$ cat src/rtl/ber_rt_pkg.sv
package ber_rt_pkg;

  localparam int BYTE_W = 8;
  localparam int POP_W  = 4;

  // number of set bits in a byte, 0..8
  function automatic logic [POP_W-1:0] pop8(input logic [BYTE_W-1:0] v);
    logic [POP_W-1:0] n;
    n = '0;
    for (int i = 0; i < BYTE_W; i++) begin
      n = n + {{(POP_W-1){1'b0}}, v[i]};
    end
    return n;
  endfunction

endpackage

$ cat src/rtl/ber_cmp_stage.sv
module ber_cmp_stage
  import ber_rt_pkg::*;
(
  input  logic              clk,
  input  logic              rst_n,
  input  logic              rd_issue_i,
  input  logic [BYTE_W-1:0] rx_byte_i,
  input  logic [BYTE_W-1:0] gold_i,
  output logic              cmp_vld_o,
  output logic [POP_W-1:0]  cmp_err_o
);

  logic [BYTE_W-1:0] rx_hold;

  // hold the received byte for the one-cycle golden read latency
  always_ff @(posedge clk or negedge rst_n) begin
    if (!rst_n) begin
      cmp_vld_o <= 1'b0;
      rx_hold   <= '0;
    end else begin
      cmp_vld_o <= rd_issue_i;
      rx_hold   <= rx_byte_i;
    end
  end

  assign cmp_err_o = pop8(rx_hold ^ gold_i);

endmodule

$ cat config.mk
export PLATFORM = sky130hd
export DESIGN_NAME = ber_cmp_stage
export DESIGN_NICKNAME = d
export VERILOG_FILES = /design/src/rtl/ber_rt_pkg.sv /design/src/rtl/ber_cmp_stage.sv
export SDC_FILE = /design/constraint.sdc
export NUM_CORES = 1
export LEC_CHECK = 0
export BUFFER_PORTS_ARGS = -buffer_cell sky130_fd_sc_hd__buf_2
export CAP_MARGIN = 10
export CORE_ASPECT_RATIO = 0.9
export CORE_MARGIN = 3
export CORE_UTILIZATION = 30
export DETAILED_ROUTE_END_ITERATION = 8
export GPL_ROUTABILITY_DRIVEN = 0
export SLEW_MARGIN = 40
export SYNTH_ARGS = -nofsm -noshare
export SYNTH_HDL_FRONTEND = slang
export SYNTH_SLANG_ARGS = --single-unit
$ cat constraint.sdc
create_clock -name clk -period 6.9 [get_ports clk]
set_input_delay 1.725 -clock clk [delete_from_list [all_inputs] [get_ports clk]]
set_output_delay 1.725 -clock clk [all_outputs]
set_load 0.05 [all_outputs]
==> results of run 1 <==
placed cells by master, fill, tap and decap left out:
| cell type | instances |
|---|---|
| xnor2_1 | 6 |
| nor2b_1 | 1 |
| xor2_1 | 3 |
| a21oi_1 | 1 |
| dfrtp_1 | 9 |
| inv_1 | 8 |
| clkbuf_4 | 3 |
| clkbuf_1 | 1 |
| buf_2 | 23 |
| fa_1 | 4 |
| ha_1 | 3 |
cell type report:
type,instances,area [um^2],area share
multi-input cells,18,207.7,0.3340
repair buffers,23,115.1,0.1851
clock buffers,4,26.28,0.04225
well taps,14,17.52,0.02817
flip-flops and latches,9,225.2,0.3622
inverters,8,30.03,0.04829
power breakdown:
part | switching, mW | total [mW] | leakage [nW] | internal, mW
registers | 0.00120 | 0.0567 | 0.105 | 0.0555
logic | 0.102 | 0.142 | 0.212 | 0.0399
clock network | 0.0164 | 0.0386 | 0.0150 | 0.0222
total | 0.120 | 0.237 | 0.332 | 0.117
final timing paths:
check                      slack (ps)    startpoint                    to  cells after the start
worst max-delay path              460     gold_i[0]          cmp_err_o[2]                     13
worst min-delay path             1310         rst_n  rx_hold[3]$_DFF_PN0_                      1
max in group asynchronous        5420         rst_n  rx_hold[4]$_DFF_PN0_                      1
min in group clk                 1580  rx_byte_i[0]  rx_hold[0]$_DFF_PN0_                      1
critical path, cell delays in order:
cell and delay [ps]:
buf_2 100, xnor2_1 140, fa_1 530, inv_1 60, fa_1 530, inv_1 50
fa_1 470, inv_1 80, ha_1 170, inv_1 50, fa_1 370, xnor2_1 150
buf_2 280
cells in the mapped netlist:
master   instances
a21oi_1          1
dfrtp_1          9
fa_1             4
ha_1             3
inv_1            8
nor2b_1          1
xnor2_1          6
xor2_1           3
metal layers:
| layer | share of wire | global-route usage |
|---|---|---|
| met1 | 0.37 | 0.1058 |
| met4 | 0 | 0.03315 |
| met5 | 0 | 0 |
| met3 | 0.065 | 0.01271 |
| met2 | 0.56 | 0.1684 |
stage by stage:
stage               setup WS [ps]  instances
finish                      459.5         76
global route                295.6         76
CTS                         438.0         76
detailed placement          457.7         72
global placement            512.8         72
floorplan                   256.3         35
sequential cells by signal (all words and copies together), names as in the netlist:
name / count
rx_hold: 8
cmp_vld_o: 1
cells by family after synthesis:
family                     after synthesis  share of synthesized area
AOI/OAI and AO/OA                        1                    0.01080
buffers and inverters                    8                    0.06487
DFF                                      9                     0.4865
xor gates and xnor gates                 9                     0.1703
adders and majority gates                7                     0.2541
and+or+nand+nor                          1                    0.01352
==> metrics.md, run 1 <==
| Metric | Value |
|---|---|
| PwrDens | 381.4 nW/um^2 |
| 1st-iter DRT viols | 0 |
| Fin crit share | 0.9334 |
| Worst Max-Slew Pin Slew | 250.7 ps |
| Vias in the first global route | 320 |
| GRT Util Overall | 0.09341 |
| Placed Area | 595.6 um^2 |
| P_leak | 0.3322 nW |
| Synth Register Bits | 9 |
| Clk root buf | clkbuf_4 |
| HP Class | in -> async |
| Final Net Count | 89 |
| WP data required | 5180 ps |
| Status | finished, final reports clean |
| DRT Pass-1 Iters | 1 |
| Num Clock Sinks | 9 |
| Post-synth top area share | 0.4865 |
| TritonCTS clock tree | yes |
| Register area share after synthesis | 0.4865 |
| Area grow syn2layout | 34.32% |
| Clock-pin slew of the registers on the worst-case setup and hold paths | 60 ps |
| Cell taking the most area after synthesis | dfrtp_1 |
| Top cells by area, synth | dfrtp_1 49%, fa_1 17%, xnor2_1 11%, ha_1 8.1%, inv_1 6.5% |
| CTS H-tree depth | 1 |
| Synthesized area | 462.9 um^2 |
| Final setup viols | 0 |
| Post-Route WL | 799 um |
| I/O pin count | 24 |
| Startpoint types | input pin |
| Fillers | 138 |
| Post-CTS Setup Bufs | 0 |
| Total power | 0.2371 mW |
| Syn Inst Count | 35 |
| Final ANT Viol Nets | 0 |
| Initial Util | 0.3464 |
| GRT overflow | 0 |
| VDD IR max | 232.6 uV |
| Yosys synthesis warning count | 0 |
| Net Count, Synth | 61 |
| Maximum clock rate | 155.3 MHz |
| Post-cts hold buffer count | 0 |
| Crit Path Max Fanout | 2 |
| Final count of hold timing violations | 0 |
| Pin count of the biggest net entering global routing | 10 |
| Fin crit period | 6441 ps |
| Average cell area after synthesis | 13.23 um^2 |
| Max-slew headroom | 0.8340 |
| CTS resizes | 0 |
| Crit Path Category | in -> out |
| Library cells used by synthesis | 8 |
| DR WL/cell | 10.51 um |
| Avg Vias per Cell | 4.053 |
| Port bufs | 23 |
| Num CTS Buffers | 3 |
| Via count | 308 |
| RSZ-0062 raised after global routing | false |
| # rows | 12 |
| Layout cells sized above 1 | 0.4194 |
| Initial antenna violation count | 0 |
| Final instance area | 621.8 um^2 |
| Antenna Cells | 0 |
| Full die area | 2051 um^2 |
| Final setup TNS | 0 ps |
| First-pass GRT wire length | 1324 um |
| Residual DRC | 0 |
| Hpwl dp | 735 um |
| Die H | 43.27 um |
| Max-slew violation count | 0 |
| Die W | 47.41 um |
| Crit. End Element | primary output |
| Fin util | 0.4654 |
| Hold slack final | 1308 ps |
| Core area | 1336 um^2 |
| Worst Path Arrival | 4720 ps |
| Max-cap violations | 0 |
| Clock tree buffer depth | 2 |
No activity file was read; power rests on OpenSTA's default activity.
==> run 2: changes to the inputs <==
RECOVER_POWER = 50   (was default)
==> run 2 against run 1 <==
Effect of this change: cell area is 0.20% lower; maximum frequency unchanged; sequential cell count stayed put.
==> metrics.md, run 2 (synthesis gave the netlist of run 1 again) <==
| Metric | Value |
|---|---|
| Port bufs | 23 (unchanged) |
| Crit Path Max Fanout | 2 (unchanged) |
| Full die area | 2051 um^2 (unchanged) |
| Avg Vias per Cell | 4.053 (unchanged) |
| Crit Path Category | in -> out |
| Crit. End Element | primary output |
| GRT Util Overall | 0.09341 (unchanged) |
| HP Class | in -> async |
| Final setup TNS | 0 ps (unchanged) |
| Die W | 47.41 um (unchanged) |
| Clock-pin slew of the registers on the worst-case setup and hold paths | 60 ps (about the same) |
| Setup ws final | 459.5 ps (unchanged) |
| DR WL/cell | 10.54 um (+0.25%) |
| Max reg flops | 8 (unchanged) |
| TritonCTS clock tree | yes |
| Top reg by flops | rx_hold |
| Num Clock Sinks | 9 (unchanged) |
| RSZ-0062 raised after global routing | false |
| Final Net Count | 89 (unchanged) |
| Top Registers | rx_hold: 8 flops, cmp_vld_o: 1 flops |
| Pin count of the biggest net entering global routing | 10 (unchanged) |
| Fin crit share | 0.9334 (unchanged) |
| Max-cap violations | 0 (unchanged) |
| Maximum clock rate | 155.3 MHz (unchanged) |
| Via count | 308 (unchanged) |
| M1 GR Usage | 0.1058 (unchanged) |
| Final count of hold timing violations | 0 (unchanged) |
| Clock tree buffer depth | 2 (unchanged) |
| Die H | 43.27 um (unchanged) |
| Status | finished, final reports clean |
| Initial antenna violation count | 0 (unchanged) |
| Multi-input gate area | 207.7 um^2 (unchanged) |
| Fin crit period | 6441 ps (unchanged) |
| Area grow syn2layout | 34.05% |
| Post-cts hold buffer count | 0 (unchanged) |
| VDD IR max | 232.6 uV (about the same) |
| PwrDens | 382.1 nW/um^2 (+0.19%) |
| M2 GR Usage | 0.1684 (unchanged) |
| Pre-CTS WS | 457.7 ps (unchanged) |
| First-pass GRT wire length | 1324 um (unchanged) |
| Worst Path Arrival | 4720 ps (about the same) |
| CTS H-tree depth | 1 (unchanged) |
| Num CTS Buffers | 3 (unchanged) |
| Final setup viols | 0 (unchanged) |
| Most common cell after layout, fill and taps aside | buf_2 |
| # rows | 12 (unchanged) |
| DRT Pass-1 Iters | 1 (unchanged) |
| Final ANT Viol Nets | 0 (unchanged) |
| Grt peak-use layer | met2 |
| Initial Util | 0.3464 (unchanged) |
| CTS resizes | 0 (unchanged) |
| Post-CTS Setup Bufs | 0 (unchanged) |
| FF+latch area | 225.2 um^2 (unchanged) |
| Antenna Cells | 0 (unchanged) |
| GRT overflow | 0 (unchanged) |
| Max-slew headroom | 0.6977 (-0.1363) |
| Most frequent cells in the layout | 22 x buf_2, 9 x dfrtp_1, 8 x inv_1 |
| Worst Max-Slew Pin Slew | 453.4 ps (+202.7 ps) |
| Clk root buf | clkbuf_4 |
| Hpwl dp | 735 um (unchanged) |
| Vias in the first global route | 320 (unchanged) |
| P_leak | 0.3294 nW (-0.83%) |
| Layout cells sized above 1 | 0.4032 (-0.01613) |
| Fillers | 139 (+0.72%) |
| Core area | 1336 um^2 (unchanged) |
| WP data required | 5180 ps (about the same) |
| 1st-iter DRT viols | 0 (unchanged) |
| I/O pin count | 24 (unchanged) |
| Residual DRC | 0 (unchanged) |
| Startpoint types | input pin |
| Met3 GRT Util | 0.01271 (unchanged) |
| Max-slew violation count | 0 (unchanged) |
| Post-Route WL | 801 um (+0.25%) |
[run 2: changes by cell type in the layout (fill, tap and decap cells not counted)]
cell	previous run	this run
clkbuf_1	1	2
buf_2	23	22
[run 2: through the flow]
stage | utilization | total power [mW] | instance area, um^2 | hold slack, ps | std cells
after CTS | 0.4654 | 0.2408 | 621.8 | 1311 | 76
final | 0.4644 | 0.2371 | 620.6 | 1390 | 76
after floorplan | - | 0.1720 | 462.9 | 1429 | 35
after global routing | 0.4644 | 0.2568 | 620.6 | 1413 | 76
after global placement | 0.4457 | 0.1987 | 595.6 | 1578 | 72
after detailed placement | 0.4457 | 0.2009 | 595.6 | 1583 | 72
[run 2: path summary, 6_finish.rpt]
check                             start  depth (start not counted)                   end
worst max-delay path          gold_i[0]                         13          cmp_err_o[2]
min in group clk           rx_byte_i[0]                          1  rx_hold[0]$_DFF_PN0_
max in group asynchronous         rst_n                          1  rx_hold[4]$_DFF_PN0_
worst min-delay path              rst_n                          1  rx_hold[3]$_DFF_PN0_
[run 2: area by class of cell]
| type | instances | area share |
|---|---|---|
| Multi-Input combinational cell | 18 | 0.3347 |
| Clock buffer | 4 | 0.04234 |
| Timing Repair Buffer | 23 | 0.1835 |
| Inverter | 8 | 0.04839 |
| Sequential cell | 9 | 0.3629 |
| Tap cell | 14 | 0.02823 |
[run 2: worst max-delay path: stages]
cell and delay, ps:
buf_2 100, xnor2_1 140, fa_1 530, inv_1 60, fa_1 530, inv_1 50, fa_1 470, inv_1 80
ha_1 170, inv_1 50, fa_1 370, xnor2_1 150, buf_2 280
[run 2: power breakdown]
group	total [mW]	switching [mW]	internal, mW
clock	0.0386	0.0164	0.0222
combinational	0.142	0.102	0.0398
sequential	0.0567	0.00120	0.0555
total	0.237	0.120	0.117
[run 2: per-layer routing]
metal	wire length, um	vias to the layer above
met5	0	-
met4	0	0
met3	51	0
met2	450	13
met1	299	139
li1	-	156
==> run 3: changes to the inputs <==
CORE_ASPECT_RATIO = default   (was 0.9)
==> run 3 against run 2 <==
Effect of this change: utilization fell by 0.93 points; sequential share of layout area down 0.073 points; global-route usage fell by 0.39 points.
==> metrics.md, run 3 (synthesis gave the netlist of run 1 again) <==
| Metric | Value |
|---|---|
| Core area | 1366 um^2 (+2.2%) |
| Final Net Count | 89 (unchanged) |
| GRT Util Overall | 0.08955 (-0.003859) |
| Port bufs | 23 (unchanged) |
| I/O pin count | 24 (unchanged) |
| Critical path's top delay family | adder cells |
| Crit Path Max Fanout | 2 (unchanged) |
| VDD IR max | 152.1 uV (-35%) |
| Die W | 45.28 um (-4.5%) |
| Via count | 310 (+0.65%) |
| Placed Area | 596.8 um^2 (+0.21%) |
| Max-slew headroom | 0.7107 (+0.01301) |
| Clk root buf | clkbuf_4 |
| Most common cell after layout, fill and taps aside | buf_2 |
| 1st-iter DRT viols | 1 (+1) |
| Maximum clock rate | 156.3 MHz (+0.65%) |
| Clock-pin slew of the registers on the worst-case setup and hold paths | 50 ps (about the same) |
| Critical path's most frequent cell | inv_1 |
| Fin crit share | 0.9274 (-0.006018) |
| Fin crit period | 6399 ps (-41.53 ps) |
| Hpwl dp | 623.2 um (-15%) |
| Full die area | 2050 um^2 (about the same) |
| Hold slack final | 1383 ps (-7.760 ps) |
| PwrDens | 376.9 nW/um^2 (-1.4%) |
| Worst Max-Slew Pin Slew | 433.9 ps (-19.52 ps) |
| Critical-path top delay cell | fa_1 |
| Post-CTS Setup Bufs | 0 (unchanged) |
| DRT Pass-1 Iters | 2 (+1) |
| Crit Path Category | in -> out |
| Worst Path Arrival | 4670 ps (-50 ps) |
| Initial antenna violation count | 0 (unchanged) |
| Status | finished, final reports clean |
| Max-slew violation count | 0 (unchanged) |
| Die H | 45.28 um (+4.7%) |
| CTS resizes | 0 (unchanged) |
| GRT overflow | 0 (unchanged) |
| Crit. End Element | primary output |
| Startpoint types | input pin |
| Cell chain of the critical path | buf_2 -> xnor2_1 -> fa_1 -> inv_1 -> fa_1 -> inv_1 -> fa_1 -> inv_1 -> ha_1 -> inv_1 -> fa_1 -> inv_1 -> buf_2 |
| Vias in the first global route | 331 (+3.4%) |
| HP Class | in -> async |
| Num Clock Sinks | 9 (unchanged) |
| CTS H-tree depth | 1 (unchanged) |
| Top Registers | rx_hold: 8 flops, cmp_vld_o: 1 flops |
| Final ANT Viol Nets | 0 (unchanged) |
| Final instance area | 621.8 um^2 (+0.20%) |
| RSZ-0062 raised after global routing | false |
| Top reg by flops | rx_hold |
| Final count of hold timing violations | 0 (unchanged) |
| WP data required | 5180 ps (about the same) |
| # rows | 13 (+1) |
| Final setup TNS | 0 ps (unchanged) |
| TritonCTS clock tree | yes |
| Initial Util | 0.3388 (-0.007614) |
| First-pass GRT wire length | 1200 um (-9.4%) |
| Final setup viols | 0 (unchanged) |
| Num CTS Buffers | 3 (unchanged) |
| Max-cap violations | 0 (unchanged) |
| Max reg flops | 8 (unchanged) |
| Slowest Stage Delay on Critical Path | 530 ps (about the same) |
| DR WL/cell | 8.610 um (-18%) |
| Fin util | 0.4551 (-0.009291) |
| Post-Layout Cell Count | 77 (+1.3%) |
| Clock tree buffer depth | 2 (unchanged) |
| Residual DRC | 0 (unchanged) |
| P_leak | 0.3294 nW (unchanged) |
| Post-cts hold buffer count | 0 (unchanged) |
| Layout cells sized above 1 | 0.4032 (unchanged) |
| Antenna Cells | 0 (unchanged) |
| Area grow syn2layout | 34.32% |
| Crit path buffers/inverters | 7 (+1) |
| Placed Cells | 73 (+1.4%) |
| Most frequent cells in the layout | 22 x buf_2, 9 x dfrtp_1, 8 x inv_1 |
| Avg Vias per Cell | 4.026 (-0.66%) |
| Pin count of the biggest net entering global routing | 10 (unchanged) |
| Post-Route WL | 663 um (-17%) |
-- run 3: cell counts in the layout (fill, tap and decap cells not counted) --
Identical to the previous run, type by type.
-- run 3: final timing paths --
path,from,end,depth (start not counted)
max,gold_i[0],cmp_err_o[1],13
min,rst_n,rx_hold[7]$_DFF_PN0_,1
max in group asynchronous,rst_n,rx_hold[0]$_DFF_PN0_,1
min in group clk,rx_byte_i[6],rx_hold[6]$_DFF_PN0_,1
-- run 3: power by group --
group / internal, mW / switching (mW)
sequential: 0.0555 / 0.00105
clock: 0.0221 / 0.0153
combinational: 0.0398 / 0.101
total: 0.117 / 0.117
-- run 3: metrics by stage --
stage | setup slack (ps) | total power, mW
after floorplan | 256.3 | 0.1720
after global placement | 503.1 | 0.1985
after detailed placement | 450.9 | 0.2012
after CTS | 468.9 | 0.2403
after global routing | 300.5 | 0.2585
final | 501.0 | 0.2344
-- run 3: layout make-up --
class / instances / area (um^2)
clock buffers: 4 / 26.28
well taps: 15 / 18.77
fillers: 144 / 744.5
repair buffers: 23 / 113.9
multi-input cells: 18 / 207.7
flip-flops and latches: 9 / 225.2
inverters: 8 / 30.03
-- run 3: per-layer routing --
| layer | global-route usage | share of wire | wire (um) | vias up |
|---|---|---|---|---|
| li1 | - | - | - | 155 |
| met2 | 0.1525 | 0.56 | 369 | 15 |
| met5 | 0 | 0 | 0 | - |
| met3 | 0.02390 | 0.11 | 72 | 2 |
| met4 | 0.1053 | 0.029 | 19 | 0 |
| met1 | 0.07595 | 0.30 | 201 | 138 |
